==> src/rtl/arb_pkg.sv <==
package arb_pkg;
    typedef enum logic [1:0] {
        CELL_FREE = 2'd0,
        CELL_LO   = 2'd1,
        CELL_HI   = 2'd2
    } cell_state_t;
endpackage

==> src/rtl/mutex_cell.sv <==
// Two-input mutual exclusion cell. In a tie the lower side wins.
// Once granted, the cell stays owned while the owner asserts keep.
module mutex_cell
    import arb_pkg::*;
(
    input  logic clk,
    input  logic rst_n,
    input  logic req_lo,
    input  logic req_hi,
    input  logic keep_lo,
    input  logic keep_hi,
    output logic grant_lo,
    output logic grant_hi
);
    cell_state_t state, state_nxt;

    always_ff @(posedge clk) begin
        if (!rst_n) state <= CELL_FREE;
        else        state <= state_nxt;
    end

    always_comb begin
        state_nxt = state;
        unique case (state)
            CELL_FREE: begin
                if (req_lo)      state_nxt = CELL_LO;
                else if (req_hi) state_nxt = CELL_HI;
            end
            CELL_LO:   if (!keep_lo) state_nxt = CELL_FREE;
            CELL_HI:   if (!keep_hi) state_nxt = CELL_FREE;
            default:   state_nxt = CELL_FREE;
        endcase
    end

    always_comb begin
        grant_lo = 1'b0;
        grant_hi = 1'b0;
        unique case (state)
            CELL_LO: grant_lo = 1'b1;
            CELL_HI: grant_hi = 1'b1;
            default: ;
        endcase
    end
endmodule

==> src/rtl/mutex_tree.sv <==
// Heap-indexed binary tree of N-1 mutex cells. Node k has children 2k and 2k+1.
// Indices N..2N-1 are the leaf ports, so requester i sits at N+i.
module mutex_tree #(
    parameter int N = 8
) (
    input  logic         clk,
    input  logic         rst_n,
    input  logic [N-1:0] take_i,
    input  logic [N-1:0] keep_i,
    output logic [N-1:0] grant_o
);
    localparam int NODES = 2 * N;

    logic [N-1:1]       g_lo, g_hi;
    logic [NODES-1:1]   path;

    assign path[1] = 1'b1;

    for (genvar k = 1; k < N; k++) begin : g_node
        logic r_lo, r_hi, k_lo, k_hi;

        if (2 * k >= N) begin : g_leaf
            assign r_lo = take_i[2 * k - N];
            assign r_hi = take_i[2 * k + 1 - N];
            assign k_lo = keep_i[2 * k - N];
            assign k_hi = keep_i[2 * k + 1 - N];
        end else begin : g_inner
            assign r_lo = g_lo[2 * k] | g_hi[2 * k];
            assign r_hi = g_lo[2 * k + 1] | g_hi[2 * k + 1];
            assign k_lo = r_lo;
            assign k_hi = r_hi;
        end

        mutex_cell i_cell (
            .clk      (clk),
            .rst_n    (rst_n),
            .req_lo   (r_lo),
            .req_hi   (r_hi),
            .keep_lo  (k_lo),
            .keep_hi  (k_hi),
            .grant_lo (g_lo[k]),
            .grant_hi (g_hi[k])
        );

        assign path[2 * k]     = path[k] & g_lo[k];
        assign path[2 * k + 1] = path[k] & g_hi[k];
    end

    assign grant_o = path[NODES-1:N];
endmodule

==> src/rtl/ack_stage.sv <==
// One C-element style register per requester: it sets on a selected resource
// acknowledge, clears when the resource acknowledge is low, and holds otherwise.
module ack_stage #(
    parameter int N = 8
) (
    input  logic         clk,
    input  logic         rst_n,
    input  logic [N-1:0] sel_i,
    input  logic         res_ack_i,
    output logic [N-1:0] ack_o
);
    logic [N-1:0] ack_nxt;

    always_comb begin
        ack_nxt = (sel_i | ack_o) & {N{res_ack_i}};
    end

    always_ff @(posedge clk) begin
        if (!rst_n) ack_o <= '0;
        else        ack_o <= ack_nxt;
    end
endmodule

==> src/rtl/tree_hs_arbiter.sv <==
module tree_hs_arbiter #(
    parameter int N = 8
) (
    input  logic         clk,
    input  logic         rst_n,
    input  logic [N-1:0] req_i,
    output logic [N-1:0] ack_o,
    output logic [N-1:0] sel_o,
    output logic         res_req_o,
    input  logic         res_ack_i
);
    if ((N < 2) || ((N & (N - 1)) != 0)) begin : g_bad_n
        $error("tree_hs_arbiter: N must be a power of two of at least 2");
    end

    logic [N-1:0] keep;
    logic [N-1:0] grant;

    assign keep = req_i | ack_o;

    mutex_tree #(.N(N)) i_tree (
        .clk     (clk),
        .rst_n   (rst_n),
        .take_i  (req_i),
        .keep_i  (keep),
        .grant_o (grant)
    );

    ack_stage #(.N(N)) i_ack (
        .clk       (clk),
        .rst_n     (rst_n),
        .sel_i     (grant),
        .res_ack_i (res_ack_i),
        .ack_o     (ack_o)
    );

    assign sel_o     = grant;
    assign res_req_o = |(grant & req_i);
endmodule

==> config.mk <==
export PLATFORM = sky130hd
export DESIGN_NAME = tree_hs_arbiter
export DESIGN_NICKNAME = d
export VERILOG_FILES = /design/src/rtl/arb_pkg.sv /design/src/rtl/mutex_cell.sv /design/src/rtl/mutex_tree.sv /design/src/rtl/ack_stage.sv /design/src/rtl/tree_hs_arbiter.sv
export SDC_FILE = /design/constraint.sdc
export NUM_CORES = 1
export LEC_CHECK = 0
export BUFFER_PORTS_ARGS = -buffer_cell sky130_fd_sc_hd__buf_2
export CAP_MARGIN = 20
export CORE_ASPECT_RATIO = 2
export CORE_MARGIN = 4
export CORE_UTILIZATION = 48
export CTS_CLUSTER_SIZE = 30
export DETAILED_ROUTE_END_ITERATION = 7
export PLACE_DENSITY = 0.74
export SYNTH_ARGS = -nofsm -noshare
export SYNTH_HDL_FRONTEND = slang
export SYNTH_SLANG_ARGS = --single-unit
==> constraint.sdc <==
create_clock -name clk -period 1.4 [get_ports clk]
set_clock_uncertainty 0.1 [all_clocks]
set_input_delay 0.42 -clock clk [delete_from_list [all_inputs] [get_ports clk]]
set_output_delay 0.42 -clock clk [all_outputs]
set_load 0.01 [all_outputs]
# Word-level counts from Yosys, hierarchy flattened
# Cells that the tools add are included.
dict set report totals {
  input_bits 11
  reg_bits 22
}
dict set report classes {
  n_eq_ne 35
  muxes 49
  n_reduce_logical 15
  bitwise 22
}
# operator n
set ops {}
lappend ops {{2-bit 2-to-1 mux} 28}
lappend ops {{2-bit case mux with 3 select lines} 7}
lappend ops {{2-bit != test (second input constant)} 14}
lappend ops {{3-bit != test (second input constant)} 7}
lappend ops {{3-bit AND reduction} 7}
lappend ops {{8-bit AND} 2}
lappend ops {{8-bit OR} 2}
lappend ops {{2-bit by 1-bit == test with 1-bit output (second input constant)} 7}
lappend ops {{2-bit == test (second input constant)} 7}
lappend ops {{2-bit logical NOT} 7}
lappend ops {{1-bit 2-to-1 mux} 14}
lappend ops {{1-bit AND} 12}
lappend ops {{8-bit OR reduction} 1}
lappend ops {{1-bit OR} 6}

# Logic depth before layout (Yosys ltp)
# Gate-level depths: netlist (run 1).
dict set report logic_depth {
  word_depth 6
  mapped_depth 6
  depth_no_buf 6
}

# By module
# A second synthesis (run 1) with hierarchy kept.
dict set report unflattened {
  cells_unflattened 115
  area_unflattened_um2 1092.3
}
# module area_per_inst_um2 instances cells_per_inst
set modules_own_cells {}
lappend modules_own_cells {mutex_cell 95.1 7 10}
lappend modules_own_cells {ack_stage 250.2 1 18}
lappend modules_own_cells {mutex_tree 90.1 1 14}
lappend modules_own_cells {tree_hs_arbiter 86.3 1 13}

# Worst setup path before layout (run 1)
# OpenSTA, ideal clock, no wires.
dict set report synth_timing {
  path_type {register -> output}
  from {register i_tree.g_node[2].i_cell.state[0]}
  to {output res_req_o}
  setup_slack_ns -0.271
  arrival_ns 1.151
  stages_incl_launch_ff 6
  n_path_buf 0
  cell_sequence {dfxtp_1 -> inv_1 -> ha_1 -> and3_4 -> a22oi_2 -> nand4_1}
}
dict set report synth_between {
  elab_chain_cells 6
  elab_cells_between_ends 12
  cone_classes {eq/ne: 2; mux: 2; bitwise: 7; reduce/logical: 1}
}
# element line_no
set synth_rtl {}
lappend synth_rtl {{start: declaration} mutex_cell.sv:15} ;# cell_state_t state, state_nxt;
lappend synth_rtl {{start signal: assignment} mutex_cell.sv:19} ;# else state <= state_nxt;
lappend synth_rtl {{2-bit == test} mutex_cell.sv:38} ;# unique case (state)
lappend synth_rtl {{1-bit 2-to-1 mux} mutex_cell.sv:38}
lappend synth_rtl {{1-bit AND} mutex_tree.sv:46} ;# assign path[2 * k + 1] = path[k] & g_hi[k];
lappend synth_rtl {{1-bit AND} mutex_tree.sv:45} ;# assign path[2 * k] = path[k] & g_lo[k];
lappend synth_rtl {{named net sel_o[2]} tree_hs_arbiter.sv:8} ;# output logic [N-1:0] sel_o,
lappend synth_rtl {{8-bit AND} tree_hs_arbiter.sv:38} ;# assign res_req_o = |(grant & req_i);
lappend synth_rtl {{8-bit OR reduction} tree_hs_arbiter.sv:38}
lappend synth_rtl {{end: declaration} tree_hs_arbiter.sv:9} ;# output logic res_req_o,
# The timed path passes the listed nets, and every way through them passes these cells.

# Worst setup path after layout (run 1)
dict set report layout_timing {
  from {register i_tree.g_node[7].i_cell.state[1]}
  to {output res_req_o}
}
dict set report layout_between {
  elab_chain_cells 5
  elab_cells_between_ends 8
  cone_classes {eq/ne: 2; mux: 2; bitwise: 3; reduce/logical: 1}
}
# element line_no
set layout_rtl {}
lappend layout_rtl {{start: declaration} mutex_cell.sv:15}
lappend layout_rtl {{start signal: assignment} mutex_cell.sv:19}
lappend layout_rtl {{2-bit by 1-bit == test with 1-bit output or 2-bit == test (tied branches)} mutex_cell.sv:38}
lappend layout_rtl {{1-bit 2-to-1 mux} mutex_cell.sv:38}
lappend layout_rtl {{1-bit AND, on equally long branches} {mutex_tree.sv:45, mutex_tree.sv:46}}
lappend layout_rtl {{8-bit AND (*)} tree_hs_arbiter.sv:38}
lappend layout_rtl {{8-bit OR reduction (*)} tree_hs_arbiter.sv:38}
# Mark *: on every way between the ends. The rest lies on a longest branch, timed or not.

==> summary.md, run 1 <==
| Metric | Value |
|---|---|
| Outcome | complete, but fails checks |
| Violated checks | setup timing |
| Synth top cells by count | dfxtp_1 (22), inv_1 (20), ha_1 (18) |
| WP data arrival | 1460 ps |
| Pre-CTS setup slack | -282 ps |
| Final worst path period need | 1980 ps |
| 1st-pass router iterations | 4 |
| Cell Area, Synth | 1350 um2 |
| Most numerous cell in the Yosys netlist | dfxtp_1 |
| Pleak | 0.998 nW |
| Largest net degree at the start of global routing | 15 |
| Post-route ant nets | 0 |
| Pwr dens | 1140 nW/um2 |
| Ant diodes | 0 |
| Syn Area/Cell | 8.69 um2 |
| Worst skew pair latency | 260 ps |
| TritonCTS clock tree | yes |
| Share of cells above drive strength 1 | 65.2% |
| Synth cell types | 31 |
| Post-synthesis register bit count | 22 |
| Worst path cell trace | inv_2 -> ha_2 -> and3_4 -> a22oi_2 -> nand4_1 -> buf_2 |
| Chip width | 45.5 um |
| Root Buffer | clkbuf_8 |
| Die Y | 82.9 um |
| Synth top area cells | dfxtp_1 (33%), ha_1 (17%), o21ai_0 (6.3%) |
| Row count | 27 |
| Min-delay worst type | flop to flop |
| Cts hold-fix bufs | 0 |
| Busiest grt layer | met2 |
| Crit Path Class | flop to primary output |
| FF-to-FF setup slack | -140 ps |
| Area of the multi-input gates | 1080 um2 |
| Primary FF master, synth | dfxtp_1 |
| Power, Total | 0.00263 W |
| Slew Limit Headroom | 70.2% |
| Slowest-stage cell, CP | dfxtp_2 |
| Final GP Congestion | 0.953 |
| CP Max Fanout | 3 |
| Syn_nets | 184 |
| Total track usage | 26.6% |
| Die area | 3770 um2 |
| Yosys top cell by area | dfxtp_1 |
| First-pass GRT wire length | 7.60 mm |
| Clock buffer depth | 2 |
| H-tree levels | 1 |
| Critical Path RT | 880 ps |
| Max Slew Vio Count | 0 |
| Hpwl dp | 2.99 mm |
| Vias per cell | 5.78 |
| Fin crit share | 142% |
| CTS Buf Count | 3 |
| Clock transition at the registers of the reported paths | 90 ps |
| DR DRC count | 0 |
| # fillers | 142 |
| Max Cap Viol | 0 |
| CP Capture Type | primary output |
| Drt total wl | 5.02 mm |
| Post-synth EDFFs | 0 |
| Top delay family on crit path | flip-flops |
| Syn Inst Count | 155 |
| Fraction of the yosys area taken by sequential cells | 32.7% |
| I/O Pins | 28 |
| Actual slew at the worst max-slew pin | 442 ps |
| Hold Fails Final Rpt | 0 |
| Met2 Usage GRT | 47.9% |
| Met3 GRT Util | 2.82% |
| Via count | 1480 |
| Seq. cell area | 480 um2 |
| Critical path launch point type | flop |
| Fmax | 0.505 GHz |
| PortBufs | 27 |
| Vias in the first global route | 1551 |
| Starting Density | 49.2% |
| Gr ovfl total | 0 |
| Post-synth ARST share | 0% |
| Initial antenna violation count | 0 |
| Core area | 2740 um2 |
| Iteration-0 DRC Markers | 56 |
| DR WL/cell | 19.6 um |
| Ys Warns | 0 |
| Total clock sinks | 22 |
| Final WS setup | -582 ps |
| Max stage delay on crit path | 380 ps |
| Finish-stage setup viols | 13 |
| Peak supply drop | 0.000939 V |
| Grt met1 use | 28.4% |
| Synth top area share | 32.7% |
| Worst Hold Slack | 368 ps |
| Nets@finish | 257 |
| RSZ-0062 raised after global routing | true |
| Area Growth Syn to Fin | 71.9% |
| Buf/Inv on CP | 2 |
[area by class of cell]
type	instances	area share (%)
Clock inverter	1	1.30
Timing Repair Buffer	70	24.1
Sequential cell	22	20.8
Inverter	20	3.78
Multi-Input combinational cell	111	46.8
Tap cell	29	1.57
Clock buffer	3	1.78
[metrics by stage]
| stage | utilization [%] | instances | TNS [ps] | area, um2 |
|---|---|---|---|---|
| floorplan | - | 155 | -155 | 1410 |
| global placement | 67.4 | 245 | -1950 | 1840 |
| detailed placement | 67.4 | 245 | -2760 | 1840 |
| CTS | 82.0 | 254 | -3730 | 2240 |
| global route | 84.6 | 256 | -5380 | 2310 |
| finish | 84.6 | 256 | -4520 | 2310 |
[report_power, final]
group          internal (W)  switching, W
logic              0.000610      0.000566
registers          0.000728      0.000116
clock network      0.000382      0.000229
total               0.00172      0.000912
[flip-flops by register name, summed over array words and instances (netlist names)]
signal	count
i_tree.g_node.i_cell.state	14
i_ack.ack_o	8
[cells in the final DEF (no fill, tap or decap), types with 2 or more instances in the layout]
master and count:
a21boi_1 2, a21oi_1 2, a22o_1 2, a22oi_2 5
and3_4 8, buf_2 19, buf_4 30, buf_6 21
clkbuf_8 3, dfxtp_1 8, dfxtp_2 5, dfxtp_4 9
ha_2 5, ha_4 12, inv_1 4, inv_2 11
inv_4 5, nand2_1 5, nand3_1 10, nand3b_1 3
nor2_1 16, nor2b_4 2, nor3_2 2, o21ai_0 12
o21ai_1 6, o311ai_4 3
[metal layers]
metal	share of wire (%)	vias to the layer above
met2	56	63
li1	-	682
met1	36	715
met3	3.6	20
met5	0	-
met4	5.0	0
[kinds of logic after synthesis]
logic type,count (synthesis),share of synthesized area [%]
and+or+nand+nor,56,24.4
DFF,22,32.7
AOI/OAI and AO/OA,37,20.0
adders and majority gates,18,16.7
buffers and inverters,22,6.23
[worst paths after layout]
path | start | to | cells after the start
worst min register to register | i_tree.g_node[1].i_cell.state[0]$_SDFFE_PN0P_ | i_tree.g_node[1].i_cell.state[1]$_SDFFE_PN0P_ | 1
worst max-delay path | i_tree.g_node[7].i_cell.state[1]$_SDFFE_PN0P_ | res_req_o | 6
worst max register to register | i_tree.g_node[7].i_cell.state[1]$_SDFFE_PN0P_ | i_tree.g_node[7].i_cell.state[1]$_SDFFE_PN0P_ | 5
worst min-delay path | i_tree.g_node[1].i_cell.state[0]$_SDFFE_PN0P_ | i_tree.g_node[1].i_cell.state[1]$_SDFFE_PN0P_ | 1
[repair_timing]
action,in CTS,in global routing
resized for setup,69,21
hold endpoints to repair,0,0
pin swaps,21,17
endpoints found under the setup margin,20,20
buffers inserted,9,6
(Power assumes the default switching activity.)
==> run 2, diff against run 1 <==
--- a/config.mk
+++ b/config.mk
@@ -13,6 +13,7 @@
 export CTS_CLUSTER_SIZE = 30
 export DETAILED_ROUTE_END_ITERATION = 7
 export PLACE_DENSITY = 0.74
+export REMOVE_ABC_BUFFERS = 1
 export SYNTH_ARGS = -nofsm -noshare
 export SYNTH_HDL_FRONTEND = slang
 export SYNTH_SLANG_ARGS = --single-unit
==> run 2 against run 1 <==
The run still ends with setup timing left. Power is 6.9% lower. Design area down 2.8%. Die area unchanged. Global-route usage is 3.4 points lower. Flip-flop and latch count unchanged. Worst setup slack worse by 33 ps. Sequential share of layout area increased by 0.14 points. Cell count fell by 1.6%. First-iteration DRC count is 43% lower. Highest routed layer unchanged.
==> summary.md, run 2 (same netlist as run 1, synthesis figures left out) <==
| Metric | Value |
|---|---|
| CTS Buf Count | 3 (unchanged) |
| Clock buffer depth | 2 (unchanged) |
| FF-to-FF setup slack | -160 ps (-20 ps) |
| Biggest register | i_tree.g_node.i_cell.state |
| Post-route cell area | 2250 um2 (-2.8%) |
| Nets@finish | 253 (-1.6%) |
| Final worst path period need | 2010 ps (+33.1 ps) |
| I/O Pins | 28 (unchanged) |
| Chip width | 45.5 um (unchanged) |
| Worst skew pair latency | 270 ps (about the same) |
| Via count | 1456 (-1.6%) |
| Min-delay worst type | flop to flop |
| Ant diodes | 0 (unchanged) |
| CP startpoint | i_tree.g_node[3].i_cell.state[0]$_SDFFE_PN0P_ |
| CP Capture Type | primary output |
| Cell count after placement | 241 (-1.6%) |
| Final GP Congestion | 0.813 (-15%) |
| Starting Density | 49.2% (unchanged) |
| Non-Filler Instances | 252 (-1.6%) |
| RSZ-0062 raised after global routing | true |
| # fillers | 146 (+2.8%) |
| Root Buffer | clkbuf_8 |
| Area Growth Syn to Fin | 67.2% |
| Final WS setup | -615 ps (-33.1 ps) |
| Setup TNS | -4160 ps (+359 ps) |
| Worst r2r src | i_tree.g_node[5].i_cell.state[1]$_SDFFE_PN0P_ |
| WP data arrival | 1490 ps (+30 ps) |
| Fmax | 0.496 GHz (-1.6%) |
| Hpwl dp | 2.92 mm (-2.4%) |
| Max Slew Vio Count | 0 (unchanged) |
| Outcome | complete, but fails checks |
| Post-route ant nets | 0 (unchanged) |
| Row count | 27 (unchanged) |
| Share of cells above drive strength 1 | 65.5% (+0.27 points) |
| Initial antenna violation count | 0 (unchanged) |
| Critical Path RT | 880 ps (about the same) |
| Crit Path Class | flop to primary output |
| DR WL/cell | 18.1 um (-7.6%) |
| 1st-pass router iterations | 4 (unchanged) |
| Actual slew at the worst max-slew pin | 335 ps (-106 ps) |
| Largest register FFs | 14 (unchanged) |
| Fin crit share | 144% (+2.4 points) |
| H-tree levels | 1 (unchanged) |
| CP endpoint | res_req_o |
| PortBufs | 27 (unchanged) |
| Commonest non-fill, non-tap cell in the layout | buf_4 |
| Violated checks | setup timing |
| Clock transition at the registers of the reported paths | 80 ps (about the same) |
| Critical path launch point type | flop |
| Commonest non-fill, non-tap cells in the layout | buf_4 (24), buf_6 (22), buf_2 (20) |
| Vias in the first global route | 1485 (-4.3%) |
| Gr ovfl total | 0 (unchanged) |
| Pleak | 0.958 nW (-4.0%) |
| TritonCTS clock tree | yes |
| Top flop regs | i_tree.g_node.i_cell.state (14), i_ack.ack_o (8) |
| CP Max Fanout | 3 (unchanged) |
| Peak supply drop | 0.00109 V (+16%) |
| Slew Limit Headroom | 77.4% (+7.2 points) |
| Post-placement cell area | 1750 um2 (-5.2%) |
| Die area | 3770 um2 (unchanged) |
| Worst Hold Slack | 375 ps (+7.59 ps) |
| Largest net degree at the start of global routing | 13 (-2) |
| Hold Fails Final Rpt | 0 (unchanged) |
| First-pass GRT wire length | 6.51 mm (-14%) |
| Total track usage | 23.2% (-3.4 points) |
| Drt total wl | 4.57 mm (-9.1%) |
| Die Y | 82.9 um (unchanged) |
| Iteration-0 DRC Markers | 32 (-43%) |
| Reg2reg end | i_tree.g_node[2].i_cell.state[0]$_SDFFE_PN0P_ |
| Vias per cell | 5.78 (about the same) |
| Power, Total | 0.00245 W (-6.9%) |
| DR DRC count | 0 (unchanged) |
| R2R cell count | 7 (+2) |
| Max Cap Viol | 0 (unchanged) |
| Total clock sinks | 22 (unchanged) |
| Pwr dens | 1090 nW/um2 (-4.3%) |
| Finish-stage setup viols | 14 (+1) |
| Core area | 2740 um2 (unchanged) |
-- run 2: report_power, final --
group	internal [W]	switching, W	total (W)
Sequential	0.000726	0.000108	0.000834
Combinational	0.000600	0.000542	0.00114
Clock	0.000251	0.000222	0.000473
Total	0.00158	0.000872	0.00245
-- run 2: what timing repair did --
item,in CTS,in global routing
pin swaps,17,30
gates resized for setup,64,56
setup buffers,2,10
endpoints found under the setup margin,20,21
hold buffers,0,0
-- run 2: stage by stage --
step                      util [%]  setup WS, ps
after floorplan                  -          -271
after global placement        63.9          -375
after detailed placement      63.9          -381
after CTS                     73.9          -584
after global routing          82.3          -644
final                         82.3          -615
-- run 2: per-layer routing --
layer  wire, um  global-route usage (%)  vias up  share of wire, %
li1           -                       -      669                 -
met1       1520                    22.5      707                33
met2       2610                    43.1       62                57
met3        252                    3.90       18               5.5
met4        187                    10.1        0               4.1
met5          0                       0        -                 0
-- run 2: critical path: stages (launching register included) --
cell and delay, ps:
dfxtp_4 390, inv_4 40, ha_4 160, and3_4 150, a22oi_2 220, nand4_1 100, buf_2 160
-- run 2: final cells by class --
class / instances / area (um2) / area share [%]
Timing Repair Buffer: 66 / 528 / 23.5
Clock buffer: 4 / 55.1 / 2.45
Sequential cell: 22 / 470 / 20.9
Multi-Input combinational cell: 111 / 1070 / 47.7
Inverter: 20 / 87.6 / 3.89
Tap cell: 29 / 36.3 / 1.61
-- run 2: worst min-delay path by stage --
stage / start / end / slack, ps / cells past startpoint
6_report: i_tree.g_node[1].i_cell.state[0]$_SDFFE_PN0P_ / i_tree.g_node[1].i_cell.state[1]$_SDFFE_PN0P_ / 380 / 1
5_1_grt: req_i[0] / i_tree.g_node[4].i_cell.state[0]$_SDFFE_PN0P_ / 380 / 3
4_1_cts: i_tree.g_node[3].i_cell.state[0]$_SDFFE_PN0P_ / i_tree.g_node[3].i_cell.state[0]$_SDFFE_PN0P_ / 380 / 2
3_5_place_dp: i_ack.ack_o[6]$_SDFF_PN0_ / i_ack.ack_o[6]$_SDFF_PN0_ / 380 / 2
3_3_place_gp: i_ack.ack_o[3]$_SDFF_PN0_ / i_ack.ack_o[3]$_SDFF_PN0_ / 370 / 2
2_1_floorplan: i_tree.g_node[3].i_cell.state[1]$_SDFFE_PN0P_ / i_tree.g_node[3].i_cell.state[1]$_SDFFE_PN0P_ / 360 / 2
